**src/rtl/ah_ingress_classifier.sv**
```systemverilog
module ah_ingress_classifier #(
  parameter int RULES = 4
) (
  input  logic               clk,
  input  logic               rst_n,
  input  logic               in_valid,
  input  logic               in_sop,
  input  logic               in_eop,
  input  logic [31:0]        in_data,
  input  logic               cfg_tunnel,
  input  logic [1:0]         cfg_default,
  input  logic [RULES-1:0]   rule_en,
  input  logic [RULES-1:0]   rule_on_dst,
  input  logic [RULES*32-1:0] rule_net,
  input  logic [RULES*32-1:0] rule_mask,
  input  logic [RULES*2-1:0] rule_act,
  output logic               verdict_valid,
  output logic [1:0]         verdict_code,
  output logic               verdict_tunnel
);

  localparam logic [1:0] ACT_DROP = 2'd0;
  localparam logic [1:0] ACT_PASS = 2'd1;
  localparam logic [1:0] ACT_PROT = 2'd2;
  localparam logic [7:0] PROTO_AH = 8'd51;

  logic        in_pkt, ver_ok, is_ah, fin;
  logic [2:0]  idx;
  logic [31:0] src_q;
  logic [RULES-1:0] hit;
  logic [1:0]  pick, code_n;

  wire       take = in_valid && (in_sop || in_pkt);
  wire [2:0] pos  = in_sop ? 3'd0 : idx;

  for (genvar g = 0; g < RULES; g++) begin : g_rule
    wire [31:0] addr = rule_on_dst[g] ? in_data : src_q;
    assign hit[g] = rule_en[g] &&
                    (((addr ^ rule_net[g*32 +: 32]) & rule_mask[g*32 +: 32]) == 32'd0);
  end

  always_comb begin
    pick = cfg_default;
    for (int i = RULES - 1; i >= 0; i--)
      if (hit[i]) pick = rule_act[i*2 +: 2];
  end

  assign code_n = !ver_ok         ? ACT_DROP :
                  is_ah           ? ACT_PASS :
                  (pick == 2'd3)  ? ACT_DROP : pick;

  always_ff @(posedge clk) begin
    if (!rst_n) begin
      in_pkt         <= 1'b0;
      idx            <= 3'd0;
      ver_ok         <= 1'b0;
      is_ah          <= 1'b0;
      src_q          <= 32'd0;
      fin            <= 1'b0;
      verdict_valid  <= 1'b0;
      verdict_code   <= ACT_DROP;
      verdict_tunnel <= 1'b0;
    end else begin
      if (take) begin
        in_pkt <= !in_eop;
        idx    <= in_eop ? 3'd0 : (pos == 3'd5 ? 3'd5 : pos + 3'd1);
        case (pos)
          3'd0: ver_ok <= (in_data[31:28] == 4'd4);
          3'd2: is_ah  <= (in_data[23:16] == PROTO_AH);
          3'd3: src_q  <= in_data;
          default: ;
        endcase
      end
      if (take && pos == 3'd4) begin
        verdict_valid  <= 1'b1;
        verdict_code   <= code_n;
        verdict_tunnel <= cfg_tunnel && (code_n == ACT_PROT);
        fin            <= in_eop;
      end else if (verdict_valid && fin) begin
        verdict_valid  <= 1'b0;
        verdict_tunnel <= 1'b0;
        fin            <= 1'b0;
      end else if (verdict_valid && take && in_eop) begin
        fin <= 1'b1;
      end
    end
  end

endmodule


```
**config.mk**
```make
export PLATFORM = sky130hd
export DESIGN_NAME = ah_ingress_classifier
export DESIGN_NICKNAME = d
export VERILOG_FILES = /design/src/rtl/ah_ingress_classifier.sv
export SDC_FILE = /design/constraint.sdc
export NUM_CORES = 1
export LEC_CHECK = 0
export CAP_MARGIN = 30
export CELL_PAD_IN_SITES_DETAIL_PLACEMENT = 1
export CELL_PAD_IN_SITES_GLOBAL_PLACEMENT = 2
export CORE_ASPECT_RATIO = 0.5
export CORE_MARGIN = 5
export CORE_UTILIZATION = 32
export CTS_BUF_LIST = sky130_fd_sc_hd__clkbuf_16
export CTS_CLUSTER_DIAMETER = 80
export DETAILED_ROUTE_END_ITERATION = 10
export DONT_BUFFER_PORTS = 1
export GPL_TIMING_DRIVEN = 0
export PLACE_DENSITY = 0.78
export RECOVER_POWER = 100
export SYNTH_ARGS = -nofsm -noshare
export SYNTH_HDL_FRONTEND = slang
export SYNTH_SLANG_ARGS = --single-unit
export TNS_END_PERCENT = 5
```
**constraint.sdc**
```tcl
create_clock -name clk -period 3.5 [get_ports clk]
set_input_delay 0.7 -clock clk [delete_from_list [all_inputs] [get_ports clk]]
set_output_delay 0.7 -clock clk [all_outputs]
set_load 0.05 [all_outputs]
```
==> flow_summary.json <==
{
  "grt_max_degree": 14,
  "tns_ps": 0,
  "cts_tree": "yes",
  "combPwrFrac": 0.314,
  "drv_cap": 0,
  "start_util": 0.325,
  "clkTransAtPathRegs_ps": 70,
  "grt_overflow": 0,
  "arrival_ps": 3660,
  "synth_edf_count": 0,
  "place_hpwl_um": 20800,
  "drive_above_1_share": 0.0512,
  "cp_cell_sequence": "buf_2 -> buf_6 -> mux2i_1 -> mux2i_1 -> a2111oi_0 -> and4_1 -> and4_1 -> nor3_1 -> o211ai_1 -> nand2_1 -> o31ai_2",
  "io_buffers": 0,
  "hold_class": "flop to flop",
  "design.portCount": 316,
  "syn_area_per_cell_um2": 8.33,
  "ant_nets": 0,
  "num_vias": 5009,
  "gp_congestion": 0.878,
  "critPathKind": "primary input to flop",
  "drt_pre_antenna_iters": 4,
  "ys.flop_type": "dfxtp_1",
  "cts_setup_buffers": 0,
  "synth_area_um2": 5300,
  "fp.coreArea_um2": 16300,
  "p_leak_nw": 2.19,
  "syn_to_final_growth_pct": 8.93,
  "p_sw_mw": 0.470,
  "grt_pass1_vias": 5375,
  "yosys_warnings": 0,
  "fmax_mhz": 291,
  "slew_headroom": 0.496,
  "intPower_mw": 1.05,
  "switching_share": 0.310,
  "cts_buffers": 5,
  "via_per_inst": 5.74,
  "setup_viol": 0,
  "ys_ff_latch": 43,
  "routed_wl_um": 24600,
  "slew_viol_final": 0,
  "vdd.ir_drop.worst_mv": 0.229,
  "final_core_util": 0.354,
  "syn_inst": 636,
  "tightest_slew_ps": 737,
  "min_period_ps": 3440,
  "wl_per_cell_um": 28.2,
  "max_stage_delay_ps": 660,
  "fin_ws_ps": 58.4,
  "final_nets": 956,
  "die_w_um": 192,
  "cp-end-kind": "flop",
  "drt_first_iter_violations": 298,
  "clock_power_share": 0.362,
  "antenna_found_initial": 3,
  "ctsHtreeMaxLevel": 2,
  "drcViolationCount": 0,
  "mostFrequentLayoutCell": "mux2i_1",
  "r2r_slack_ps": 460,
  "critPathRequiredTime_ps": 3720,
  "total_power_mw": 1.52,
  "critPathSlowestCell": "a2111oi_0",
  "synth_cell_type_count": 52,
  "cp_num_buf_inv": 2,
  "grt_pass1_wl_um": 33900,
  "synth_nets": 949,
  "outcome": "finished, final reports clean",
  "grt_util_all_layers": 0.240,
  "cts_buffer_depth": 2,
  "rows": 33,
  "die_area_um2": 19400,
  "synth-async-reset-ratio": 0,
  "cts_resized": 0,
  "finalHoldViolCount": 0,
  "p_seq_frac": 0.324,
  "worstSkewPairLatency_ps": 290,
  "pre_cts_slack_ps": -261,
  "start_kind": "primary input",
  "ys_seq_area_frac": 0.162,
  "cts_sinks": 43,
  "p_per_area_nw_per_um2": 263,
  "n_fill_cell": 1979,
  "fin_crit_sh": 0.983,
  "root_buffer": "clkbuf_16",
  "die_h_um": 101,
  "cp_max_fo": 10,
  "mostFrequentLayoutCells": "mux2i_1 (153), nand2_1 (108), xnor2_1 (103), dfxtp_1 (43), a22oi_1 (38)",
  "cts_hold_buf": 0,
  "critPathTopFamily": "compound AO/OA/AOI/OAI gates",
  "finalClockSkew_ps": 6.07
}
[state kept, by name (all words and copies together), names as in the netlist]
register / count
fin: 1
ver_ok: 1
verdict_valid: 1
in_pkt: 1
verdict_tunnel: 1
idx: 3
src_q: 32
is_ah: 1
verdict_code: 2
[metrics by stage]
step | std cells | instance area [um2] | hold slack (ps)
after floorplan | 636 | 5300 | 454
after detailed placement | 863 | 5580 | 485
after CTS | 871 | 5750 | 508
after global placement | 863 | 5580 | 471
final | 872 | 5770 | 514
after global routing | 872 | 5770 | 531
[power groups by stage]
stage | logic [mW] | registers [mW] | clock network [mW]
2_1_floorplan | 0.346 | 0.503 | 0
3_3_place_gp | 0.463 | 0.503 | 0
3_5_place_dp | 0.469 | 0.504 | 0
4_1_cts | 0.472 | 0.492 | 0.559
5_1_grt | 0.506 | 0.492 | 0.591
6_report | 0.477 | 0.492 | 0.550
[metal layers]
| layer | up-vias | wire, um | GRT usage |
|---|---|---|---|
| met5 | - | 14 | 0 |
| met4 | 4 | 216 | 0.0331 |
| met3 | 19 | 1840 | 0.0623 |
| met2 | 187 | 11500 | 0.398 |
| met1 | 2483 | 11000 | 0.324 |
| li1 | 2316 | - | - |
[logic make-up after synthesis]
group	share of synthesized area
simple gates	0.172
buf+inv	0.0359
compound gates	0.164
xor+xnor	0.170
mux	0.293
flops	0.162
fa+ha+maj	0.00236
[worst reg2reg max path: stages, from the launching register on]
cell	delay (ps)
dfxtp_1	400
mux2i_1	460
mux2i_1	220
a2111oi_4	470
nand3_1	260
nor4_1	340
nor3_1	110
o211ai_1	330
nand2_1	160
o31ai_2	230
[final timing paths]
kind | startpoint | end | depth (start not counted)
setup / recovery | rule_on_dst[3] | verdict_tunnel$_SDFFE_PN0P_ | 11
hold / removal | fin$_SDFFE_PN0P_ | fin$_SDFFE_PN0P_ | 2
setup reg to reg | src_q[23]$_SDFFE_PN0P_ | verdict_tunnel$_SDFFE_PN0P_ | 9
hold reg to reg | fin$_SDFFE_PN0P_ | fin$_SDFFE_PN0P_ | 2
[Yosys cell counts, drive strengths merged, types with 5 or more instances]
master	instances	share of area
o21ai	6	0.0057
clkbuf	13	0.0092
nand4	11	0.013
nand2b	27	0.032
dfxtp	43	0.16
nor4	5	0.0071
nand3	11	0.011
buf	15	0.022
inv	6	0.0043
a22oi	38	0.054
xnor2	103	0.17
mux2i	154	0.29
a21boi	36	0.051
a21oi	6	0.0064
a2111oi	9	0.017
nand2	108	0.077
[cell type report]
cell class,instances,area [um2],area share
Clock inverter,3,38.8,0.00672
Sequential cell,43,861,0.149
Clock buffer,5,125,0.0217
Antenna cell,1,2.50,0.000434
Inverter,6,22.5,0.00390
Buffer,28,170,0.0295
Tap cell,227,284,0.0492
Multi-Input combinational cell,559,4270,0.739
(Power assumes the default switching activity.)
